## src/rtl/irqs_pkg.sv

```systemverilog
package irqs_pkg;
  typedef enum logic [2:0] {
    ST_IDLE,
    ST_PUSH_LO,
    ST_PUSH_HI,
    ST_VECTOR,
    ST_POP_HI,
    ST_POP_LO,
    ST_RESUME
  } seq_state_t;
endpackage

```

## src/rtl/irqs_pend_latch.sv

```systemverilog
module irqs_pend_latch #(
  parameter int N_SRC = 8
) (
  input  logic             clk,
  input  logic             rst_n,
  input  logic [N_SRC-1:0] req,
  input  logic [N_SRC-1:0] clr,
  input  logic [N_SRC-1:0] take,
  output logic [N_SRC-1:0] pend
);
  logic [N_SRC-1:0] pend_q;

  for (genvar g = 0; g < N_SRC; g++) begin : g_bit
    always_ff @(posedge clk or negedge rst_n) begin
      if (!rst_n) pend_q[g] <= 1'b0;
      else if (req[g]) pend_q[g] <= 1'b1;
      else if (clr[g] || take[g]) pend_q[g] <= 1'b0;
    end
  end

  assign pend = pend_q;

  // a taken source with no fresh request is gone next cycle
  a_r4_take_clears: assert property (@(posedge clk) disable iff (!rst_n)
    ((take & ~req) != '0) |=> ((pend_q & $past(take & ~req)) == '0));
  // bits with neither clear nor take hold their value
  a_r2_latch_holds: assert property (@(posedge clk) disable iff (!rst_n)
    ((clr | take) == '0) |=> ((pend_q & $past(pend_q)) == $past(pend_q)));
endmodule

```

## src/rtl/irqs_pick.sv

```systemverilog
module irqs_pick #(
  parameter int N_SRC = 8,
  localparam int IDXW = (N_SRC > 1) ? $clog2(N_SRC) : 1
) (
  input  logic [N_SRC-1:0] pend,
  output logic [N_SRC-1:0] grant,
  output logic [IDXW-1:0]  idx,
  output logic             any
);
  always_comb begin
    grant = '0;
    idx   = '0;
    for (int i = N_SRC - 1; i >= 0; i--) begin
      if (pend[i]) begin
        grant = '0;
        grant[i] = 1'b1;
        idx = IDXW'(i);
      end
    end
    any = |pend;
  end
endmodule

```

## src/rtl/irqs_seq.sv

```systemverilog
module irqs_seq
  import irqs_pkg::*;
#(
  parameter int          IDXW      = 3,
  parameter logic [15:0] VEC_BASE  = 16'h0003,
  parameter logic [15:0] VEC_STEP  = 16'h0008,
  parameter logic [7:0]  SP_INIT   = 8'hFD
) (
  input  logic            clk,
  input  logic            rst_n,
  input  logic            instr_end,
  input  logic            reti,
  input  logic            ea_set,
  input  logic            ea_clr,
  input  logic            any_pend,
  input  logic [IDXW-1:0] win_idx,
  input  logic [15:0]     pc_in,
  input  logic [7:0]      mem_rdata,
  output logic            accept,
  output logic            ea,
  output logic            busy,
  output logic            pc_load,
  output logic [15:0]     pc_out,
  output logic [7:0]      sp,
  output logic            mem_we,
  output logic            mem_re,
  output logic [7:0]      mem_addr,
  output logic [7:0]      mem_wdata
);
  seq_state_t  state_q, state_d;
  logic [7:0]  sp_q;
  logic        ea_q;
  logic [15:0] ret_q;
  logic [15:0] vec_q;
  logic [7:0]  hi_q, lo_q;
  logic        start_ret;

  assign busy      = (state_q != ST_IDLE);
  assign start_ret = (state_q == ST_IDLE) && reti;
  assign accept    = (state_q == ST_IDLE) && !reti && instr_end && ea_q && any_pend;

  always_comb begin
    state_d = state_q;
    unique case (state_q)
      ST_IDLE: begin
        if (start_ret)   state_d = ST_POP_HI;
        else if (accept) state_d = ST_PUSH_LO;
      end
      ST_PUSH_LO: state_d = ST_PUSH_HI;
      ST_PUSH_HI: state_d = ST_VECTOR;
      ST_VECTOR:  state_d = ST_IDLE;
      ST_POP_HI:  state_d = ST_POP_LO;
      ST_POP_LO:  state_d = ST_RESUME;
      ST_RESUME:  state_d = ST_IDLE;
      default:    state_d = ST_IDLE;
    endcase
  end

  always_ff @(posedge clk or negedge rst_n) begin
    if (!rst_n) begin
      state_q <= ST_IDLE;
      sp_q    <= SP_INIT;
      ea_q    <= 1'b0;
      ret_q   <= '0;
      vec_q   <= '0;
      hi_q    <= '0;
      lo_q    <= '0;
    end else begin
      state_q <= state_d;
      unique case (state_q)
        ST_IDLE: begin
          if (accept) begin
            ea_q  <= 1'b0;
            ret_q <= pc_in;
            vec_q <= VEC_BASE + {{(16-IDXW){1'b0}}, win_idx} * VEC_STEP;
          end else if (!start_ret) begin
            if (ea_clr)      ea_q <= 1'b0;
            else if (ea_set) ea_q <= 1'b1;
          end
        end
        ST_PUSH_LO, ST_PUSH_HI: sp_q <= sp_q + 8'd1;
        ST_POP_HI: begin
          hi_q <= mem_rdata;
          sp_q <= sp_q - 8'd1;
        end
        ST_POP_LO: begin
          lo_q <= mem_rdata;
          sp_q <= sp_q - 8'd1;
        end
        ST_RESUME: ea_q <= 1'b1;
        default: ;
      endcase
    end
  end

  always_comb begin
    mem_we    = 1'b0;
    mem_re    = 1'b0;
    mem_addr  = sp_q;
    mem_wdata = '0;
    pc_load   = 1'b0;
    pc_out    = vec_q;
    unique case (state_q)
      ST_PUSH_LO: begin
        mem_we = 1'b1; mem_addr = sp_q + 8'd1; mem_wdata = ret_q[7:0];
      end
      ST_PUSH_HI: begin
        mem_we = 1'b1; mem_addr = sp_q + 8'd1; mem_wdata = ret_q[15:8];
      end
      ST_VECTOR: pc_load = 1'b1;
      ST_POP_HI, ST_POP_LO: mem_re = 1'b1;
      ST_RESUME: begin
        pc_load = 1'b1; pc_out = {hi_q, lo_q};
      end
      default: ;
    endcase
  end

  assign ea = ea_q;
  assign sp = sp_q;

  // one stack access at a time, none while idle
  a_r12_one_access: assert property (@(posedge clk) disable iff (!rst_n)
    !(mem_we && mem_re) && ((mem_we || mem_re) -> busy));
  // enable is down while the return address is being saved
  a_r5_ea_low_in_entry: assert property (@(posedge clk) disable iff (!rst_n)
    mem_we |-> !ea_q);
  // second push goes one above the first
  a_r5_push_order: assert property (@(posedge clk) disable iff (!rst_n)
    (mem_we && $past(mem_we)) |-> (mem_addr == $past(mem_addr) + 8'd1));
  // second pop goes one below the first
  a_r8_pop_order: assert property (@(posedge clk) disable iff (!rst_n)
    (mem_re && $past(mem_re)) |-> (mem_addr == $past(mem_addr) - 8'd1));
  // load strobe lasts one cycle
  a_r6_load_pulse: assert property (@(posedge clk) disable iff (!rst_n)
    pc_load |=> !pc_load);
  // software enable writes do not move ea during a sequence
  a_r10_ea_locked: assert property (@(posedge clk) disable iff (!rst_n)
    (busy && !pc_load) |=> $stable(ea_q));
endmodule

```

## src/rtl/irq_sequencer.sv

```systemverilog
module irq_sequencer #(
  parameter int          N_SRC    = 8,
  parameter logic [15:0] VEC_BASE = 16'h0003,
  parameter logic [15:0] VEC_STEP = 16'h0008,
  parameter logic [7:0]  SP_INIT  = 8'hFD
) (
  input  logic             clk,
  input  logic             rst_n,
  input  logic [N_SRC-1:0] irq_req,
  input  logic [N_SRC-1:0] irq_clr,
  input  logic             ea_set,
  input  logic             ea_clr,
  input  logic             instr_end,
  input  logic             reti,
  input  logic [15:0]      pc_in,
  output logic             ea,
  output logic             busy,
  output logic             pc_load,
  output logic [15:0]      pc_out,
  output logic [7:0]       sp,
  output logic             mem_we,
  output logic             mem_re,
  output logic [7:0]       mem_addr,
  output logic [7:0]       mem_wdata,
  input  logic [7:0]       mem_rdata
);
  localparam int IDXW = (N_SRC > 1) ? $clog2(N_SRC) : 1;

  logic [N_SRC-1:0] pend, grant, take;
  logic [IDXW-1:0]  win_idx;
  logic             any_pend, accept;

  assign take = accept ? grant : '0;

  irqs_pend_latch #(.N_SRC(N_SRC)) u_latch (
    .clk(clk), .rst_n(rst_n), .req(irq_req), .clr(irq_clr),
    .take(take), .pend(pend)
  );

  irqs_pick #(.N_SRC(N_SRC)) u_pick (
    .pend(pend), .grant(grant), .idx(win_idx), .any(any_pend)
  );

  irqs_seq #(
    .IDXW(IDXW), .VEC_BASE(VEC_BASE), .VEC_STEP(VEC_STEP), .SP_INIT(SP_INIT)
  ) u_seq (
    .clk(clk), .rst_n(rst_n), .instr_end(instr_end), .reti(reti),
    .ea_set(ea_set), .ea_clr(ea_clr), .any_pend(any_pend), .win_idx(win_idx),
    .pc_in(pc_in), .mem_rdata(mem_rdata), .accept(accept), .ea(ea),
    .busy(busy), .pc_load(pc_load), .pc_out(pc_out), .sp(sp),
    .mem_we(mem_we), .mem_re(mem_re), .mem_addr(mem_addr), .mem_wdata(mem_wdata)
  );

  // the winner is a single pending source
  a_r4_grant_onehot: assert property (@(posedge clk) disable iff (!rst_n)
    $onehot0(grant) && ((grant & ~pend) == '0));
  // nothing is taken while busy or disabled
  a_r3_no_take_busy: assert property (@(posedge clk) disable iff (!rst_n)
    (busy || !ea) |-> (take == '0));
endmodule

```

## config.mk

```make
export PLATFORM = sky130hd
export DESIGN_NAME = irq_sequencer
export DESIGN_NICKNAME = d
export VERILOG_FILES = /design/src/rtl/irqs_pkg.sv /design/src/rtl/irqs_pend_latch.sv /design/src/rtl/irqs_pick.sv /design/src/rtl/irqs_seq.sv /design/src/rtl/irq_sequencer.sv
export SDC_FILE = /design/constraint.sdc
export NUM_CORES = 1
export LEC_CHECK = 0
export ABC_AREA = 0
export BUFFER_PORTS_ARGS = -buffer_cell sky130_fd_sc_hd__buf_4
export CAP_MARGIN = 10
export CORE_MARGIN = 2
export CORE_UTILIZATION = 45
export CTS_CLUSTER_SIZE = 14
export DETAILED_ROUTE_END_ITERATION = 12
export HOLD_SLACK_MARGIN = 0.03
export PLACE_DENSITY = 0.74
export SLEW_MARGIN = 20
export SYNTH_ARGS = -nofsm -noshare
export SYNTH_HDL_FRONTEND = slang
export SYNTH_SLANG_ARGS = --single-unit
```

## constraint.sdc

```tcl
create_clock -name clk -period 2.5 [get_ports clk]
set_clock_uncertainty 0.15 [all_clocks]
set_input_delay 0.5 -clock clk [delete_from_list [all_inputs] [get_ports clk]]
set_output_delay 0.5 -clock clk [all_outputs]
set_load 0.05 [all_outputs]
```

Word-level counts from Yosys, hierarchy flattened
Cells that the tools add are included.
Widths: inputs -> output; s select.
{ "classes": {"bitwise": 0, "n_mux": 48, "n_reduce_logical": 32, "n_shift": 0, "mul": 0, "n_div": 0, "eq_ne": 9, "magnitude_cmp": 0, "add_sub_neg": 3} }
{ "op_table": {"columns": ["operator", "n"], "rows": [
  ["$mux 8", 10],
  ["$pmux 8 s2", 2],
  ["$mux 3", 10],
  ["$mux 1", 23],
  ["$reduce_bool 2->1", 10],
  ["$mux 16", 1],
  ["$pmux 3 s5", 1],
  ["$eq 3x3->1 const B", 3],
  ["$add 8x1->8 const B", 1],
  ["$logic_or 1x1->1", 8],
  ["$reduce_or 8->1", 1],
  ["$sub 8x1->8 const B", 1],
  ["$add 2x6->7 const A", 1],
  ["$eq 3x2->1 const B", 2],
  ["$reduce_or 2->1", 3],
  ["$logic_and 1x1->1", 5],
  ["$ne 4x4->1 const B", 1],
  ["$eq 3x1->1 const B", 1],
  ["$logic_not 3->1", 1],
  ["$ne 3x2->1 const B", 1],
  ["$ne 3x3->1 const B", 1],
  ["$reduce_and 3->1", 1],
  ["$reduce_bool 3->1", 1],
  ["$pmux 1 s2", 1],
  ["other kinds (2)", 2]
]} }
{ "word_totals": {"memories": 0, "latchBits": 0, "out_inout_bits": 45, "inputBits": 46, "ff_bits": 68, "mem_bits_ro": 0, "mem_bits_rw": 0} }

Logic depth before layout (Yosys ltp)
Gate-level depths: netlist of the first run.
{ "depth": {"depth_word": 12, "depth_mapped": 7, "mapped_depth_nobuf": 5} }

Modules after synthesis
A second synthesis of the first run with hierarchy kept.
{ "hier_totals": {"cells_unflattened": 269, "hier_area_um2": 2879.0} }
{ "by_module_without_submodules": {"columns": ["module", "cells_per_inst", "instances", "area_per_inst_um2"], "rows": [
  ["irqs_seq", 213, 1, 2394.8],
  ["irqs_pend_latch", 24, 1, 290.3],
  ["irqs_pick", 24, 1, 143.9],
  ["irq_sequencer", 8, 1, 50.0]
]} }

Worst setup path before layout of the first run
Ideal clock, no wire load.
{ "synth_path": {"path_kind": "flip-flop to output port", "from": "register u_seq.sp_q[2], in the netlist u_seq.sp[2]", "to": "output port mem_addr[7]", "path_buffers": 1, "required_ns": 1.850, "setup_slack_ns": -0.595, "arrival_ns": 2.445, "stages_incl_launch_ff": 6, "cell_sequence": "dfstp_2 > clkbuf_1 > nand4b_1 > nor3_1 > nand3_1 > xnor2_1"} }
{ "synth_via": {"elab_chain_len": 2} }
{ "synth_lines": {"columns": ["item", "line_no", "source"], "rows": [
  ["from (decl)", "irqs_seq.sv:31", "logic [7:0] sp_q;"],
  ["from (signal assigned)", "irqs_seq.sv:81", "ST_PUSH_LO, ST_PUSH_HI: sp_q <= sp_q + 8'd1;"],
  ["from (signal assigned)", "irqs_seq.sv:84", "sp_q <= sp_q - 8'd1;"],
  ["from (signal assigned)", "irqs_seq.sv:88", "sp_q <= sp_q - 8'd1;"],
  ["$add 8x1->8", "irqs_seq.sv:105, irqs_seq.sv:108", null],
  ["$mux 8", null, null],
  ["to (decl)", "irq_sequencer.sv:23", "output logic [7:0] mem_addr,"]
]} }
No other way between the ends.

Final worst setup path of the first run
{ "layout_path": {"from": "register u_seq.sp_q[0], in the netlist u_seq.sp[0]", "to": "output port mem_addr[5]"} }
The elaborated chain is that of the path after synthesis.

==> results of run 1 <==
## cells by family (layout without fill, tap and decap cells)
group           count (synthesis)  in the layout  synth area share
compound gates                 40             40            0.1068
fa+ha+maj                       2              2          0.008790
simple gates                   77             77            0.1407
flops                          56             56            0.4954
buf+inv                        30            124           0.05143
mux                            34             34            0.1477
xor+xnor                       16             16           0.04923
## layout make-up
type | instances | area, um2 | share of cell area
Timing Repair Buffer | 101 | 793.3 | 0.2024
Inverter | 15 | 58.81 | 0.01500
Sequential cell | 56 | 1419 | 0.3620
Tap cell | 75 | 93.84 | 0.02394
Clock inverter | 2 | 16.27 | 0.004149
Multi-Input combinational cell | 169 | 1466 | 0.3741
Clock buffer | 6 | 72.57 | 0.01851
## metrics by stage
stage	setup TNS (ns)	total power, W	std cells
2_1_floorplan	-0.5729	0.004237	255
3_3_place_gp	0	0.005051	414
3_5_place_dp	0	0.005115	414
4_1_cts	-0.0008014	0.005756	424
5_1_grt	-0.2528	0.006099	424
6_report	-0.04079	0.005783	424
## sequential cells by signal (all words and copies together) (netlist names)
name / count
u_seq.state_q: 3
u_seq.ea: 1
u_seq.lo_q: 8
u_seq.sp: 8
u_seq.vec_q: 4
u_seq.hi_q: 8
u_seq.ret_q: 16
u_latch.pend: 8
## worst max path at each step
stage / cells past startpoint / to / slack (ns) / startpoint
after global routing: 5 / mem_addr[5] / -0.11 / u_seq.sp[0]
final: 5 / mem_addr[5] / -0.04 / u_seq.sp[0]
after detailed placement: 5 / mem_addr[6] / 0.09 / u_seq.sp[0]
after floorplan: 7 / mem_addr[2] / -0.19 / u_seq.state_q[1]
after CTS: 5 / mem_addr[5] / -0.0008 / u_seq.sp[0]
after global placement: 5 / mem_addr[6] / 0.15 / u_seq.sp[0]
## metal layers
layer	wire length, um	global-route usage	up-vias
li1	-	-	1060
met1	2691	0.2328	1046
met2	3160	0.3233	52
met3	321	0.04253	2
met4	32	0.03079	0
met5	0	0	-
## synth_stat cells, types with 3 or more instances
cell type,instances
mux2_4,10
nor2b_1,4
nor4_1,5
dfstp_2,7
xor2_1,6
xnor2_1,10
nand2_1,15
mux2_1,4
a31o_2,5
dfrtp_1,49
nand3_1,5
a22oi_1,8
buf_6,4
inv_1,13
a21oi_1,6
nand2b_1,3
o21ai_0,7
mux2_2,20
nor3_1,3
nor2_1,22
and2_1,12
clkbuf_1,8
## power groups by stage
stage / clock (W) / sequential [W] / combinational, W
2_1_floorplan: 0 / 0.00182 / 0.00241
3_3_place_gp: 0 / 0.00170 / 0.00335
3_5_place_dp: 0 / 0.00173 / 0.00338
4_1_cts: 0.000519 / 0.00172 / 0.00352
5_1_grt: 0.000550 / 0.00179 / 0.00376
6_report: 0.000498 / 0.00173 / 0.00355
## timing repair
action	CTS	global route
setup buffers	2	0
endpoints found under the setup margin	31	23
gates resized for setup	16	9
pin swaps	4	0
==> results.ini, run 1 <==
[synth]
synth_ff_type=dfrtp_1
post_synth.cell_area_avg_um2=11.16
synth_area_um2=2846
synth_cells=255
ys_ff_latch=56
yosys.area.top_type=dfrtp_1
synth_cell_types=45
synthArstFlopShare=1.000
yosys.area.top_type_share=0.4308
yosys_warnings=0
synthesis.nets=303
synth-seq-area-share=0.4954
synth-edff-count=0
yosys-top-cells-area=dfrtp_1 (43%), mux2_2 (7.9%), dfstp_2 (6.5%), mux2_4 (5.3%), xnor2_1 (3.1%)

[route]
ant_nets=0
wl_per_cell_um=14.64
vias_per_cell=5.094
drcViolationCount=0
first_iter_violations=93
routed_wl_um=6206
dr.pass1.iters=4
via_count=2160

[timing]
fin_ws_ns=-0.03591
setup_viol=2
period_needed_ns=2.536
hold_violations=0
whs_ns=0.06654
relSlewSlack=0.5345
fmax_mhz=394.3
finalCritPeriodShare=1.014
rsz0062_at_grt=true
worst_pin_slew_ns=0.6983
slew_violations=0

[pwr]
power.density_nw_per_um2=1475
p_leak_nw=1.774
p_sw_frac=0.4917
p_int_w=0.002939
irDropWorstVdd_mv=0.9213
clkPwrFrac=0.086
netSwitchingPower_w=0.002843
seqPwrFrac=0.299
comb_power_share=0.614

[cells_and_area]
layout_common_cells=buf_4 (94), dfrtp_1 (45), nor2_1 (20), mux2_2 (20), nand2_1 (15)
antenna_cells=0
final_util=0.6505
layout_commonest_cell=buf_4
area_growth_pct=37.71
postLayoutCellArea_um2=3920
drive_gt1_frac=0.5186
n_fill_cell=502
fin_nets=396

[critical_path]
path_class=reg -> out
startpoint_type=register
rrSetupSlack_ns=0.33
worstReg2RegStart=u_seq.state_q[0]
crit_chain=nand4b_1 -> nor3_4 -> buf_4 -> xor2_4 -> buf_6
arrival_ns=1.89
crit_fanout=7
max_stage_delay_ns=0.68
timing.rr.end=u_seq.ret_q[13]
worstPathRequired_ns=1.85
path_buf_inv=2
worstRegToRegCells=6
path_delay_family=flip-flops
worst_setup_path_end_kind=output port
critPathSlowestCell=dfstp_4

[global_routing]
grt_usage=0.1828
antenna_found_initial=0
overflow=0
grt_max_degree=57
first_global_vias=2263
grt_pass1_wl_um=10450

[floorplanning]
ios=91
rows=28
dieArea_um2=6978
start_util=0.4724
fp.dieW_um=83.54
core_area_um2=6026
die_y_um=83.54

[clocking]
clk_pin_slew_ns=0.10
cts_num_sinks=56
insertion_delay_ns=0.31
htreeDepth=2
clockBufferDepth=2
cts_tree=yes
clockRootBuffer=clkbuf_8
cts_hold_buf=0
cts_buffers=5

[hold_path]
min_path_type=in -> async

[placement]
portBuffers=90
dpl.hpwl_um=4511
postPlaceCellArea_um2=3707
dp_slack_ns=0.08789
place_congestion=0.7962

[flow_run]
maxCapViolations=0

[status]
status=complete, but fails checks
violations=setup timing

Power figures use the tool's default switching activity.
==> run 2: changes to the inputs <==
--- a/constraint.sdc
+++ b/constraint.sdc
@@ -3,3 +3,3 @@
 set_input_delay 0.5 -clock clk [delete_from_list [all_inputs] [get_ports clk]]
 set_output_delay 0.5 -clock clk [all_outputs]
-set_load 0.05 [all_outputs]
+set_load 0.1 [all_outputs]
==> results.ini, run 2 (synthesized netlist as in run 1, its figures left out) <==
[timing]
fmax_mhz=390.1
finalCritPeriodShare=1.025
rsz0062_at_grt=true
fin_ws_ns=-0.06344
fin_tns_setup_ns=-0.1515
slew_violations=0
hold_violations=0
period_needed_ns=2.563
relSlewSlack=0.5195
setup_viol=4
worst_pin_slew_ns=0.7208

[floorplanning]
core_area_um2=6026
dieArea_um2=6978
ios=91
start_util=0.4724
fp.dieW_um=83.54
rows=28
die_y_um=83.54

[global_routing]
antenna_found_initial=0
overflow=0
grt_max_degree=57
grt_usage=0.1896
grt_pass1_wl_um=10790
first_global_vias=2276

[status]
status=complete, but fails checks
violations=setup timing

[clocking]
cts_hold_buf=0
cts_tree=yes
htreeDepth=2
cts_num_sinks=56
cts_buffers=5
clockBufferDepth=2
clockRootBuffer=clkbuf_8
insertion_delay_ns=0.31
clk_pin_slew_ns=0.10

[critical_path]
max_stage_delay_ns=0.66
crit_chain=nand4b_1 -> nor3_4 -> nand3_2 -> xnor2_4 -> buf_12
path_class=reg -> out
worstPathRequired_ns=1.85
arrival_ns=1.91
startpoint_type=register
critPathSlowestCell=dfstp_4
crit_fanout=6
worst_setup_path_end_kind=output port

[cells_and_area]
top_register=u_seq.ret_q
largest_reg_flops=16
layout_commonest_cell=buf_4
fin_nets=406
postLayoutCellArea_um2=4219
drive_gt1_frac=0.5766
layout_common_cells=buf_4 (93), dfrtp_1 (47), mux2_2 (20)
antenna_cells=0
area_growth_pct=48.22

[route]
first_iter_violations=57
routed_wl_um=6417
ant_nets=0
via_count=2234
dr.pass1.iters=4
wl_per_cell_um=14.79
drcViolationCount=0
vias_per_cell=5.147

[placement]
dpl.hpwl_um=4614
place_congestion=0.7776
postPlaceCellArea_um2=3905
portBuffers=90

[flow_run]
maxCapViolations=0

[hold_path]
min_path_type=in -> async

## run 2: cell count changes in the layout (fill, tap and decap cells not counted), sizes merged
cell and delta:
clkinvlp -1, clkinv -1, clkbuf +1, buf +10, inv +1
## run 2: layout make-up
cell class	count	area [um2]
Multi-Input combinational cell	169	1575
Clock buffer	7	86.33
Fill cell	465	1807
Timing Repair Buffer	111	962.2
Sequential cell	56	1431
Clock inverter	1	6.256
Tap cell	75	93.84
Inverter	15	63.81
## run 2: critical path, delay by kind of cell, from the launching register on
kind / cells / cell delay [ns]
xor+xnor: 1 / 0.19
flops: 1 / 0.66
buf+inv: 1 / 0.19
simple gates: 3 / 0.56
## run 2: repair_timing
item	CTS	global route
resized for setup	22	19
pin swaps	5	2
endpoints found under the setup margin	33	27
gates cloned	0	0
buffers inserted	4	5
## run 2: through the flow
step / utilization / setup WS, ns / instances / hold slack [ns]
floorplan: - / -0.4139 / 255 / 0.05441
global placement: 0.6480 / 0.1984 / 417 / 0.2957
detailed placement: 0.6480 / 0.1344 / 417 / 0.3060
CTS: 0.6819 / -0.1089 / 429 / 0.1075
global route: 0.7002 / -0.1561 / 434 / 0.1303
finish: 0.7002 / -0.06344 / 434 / 0.08171
## run 2: metal layers
layer	track usage	vias up	wire, um
li1	-	1085	-
met1	0.2382	1091	2773
met2	0.3343	54	3291
met3	0.04253	4	309
met4	0.04399	0	42
met5	0	-	0
## run 2: final timing paths
| kind | startpoint | end | slack [ns] | cells after the start |
|---|---|---|---|---|
| worst max-delay path | u_seq.sp[0] | mem_addr[7] | -0.06 | 5 |
| worst min-delay path | rst_n | u_latch.pend[6] | 0.08 | 1 |
| worst max register to register | u_seq.state_q[1] | u_seq.ret_q[15] | 0.35 | 6 |
| worst min register to register | u_seq.vec_q[1] | u_seq.vec_q[1] | 0.33 | 1 |
| max in group asynchronous | rst_n | u_seq.sp[1] | 1.60 | 1 |
| min in group clk | irq_clr[1] | u_latch.pend[1] | 0.21 | 2 |
Power of run 2 is not shown: default switching activity piles up to over one toggle a cycle in this logic, so the estimate is an artifact.
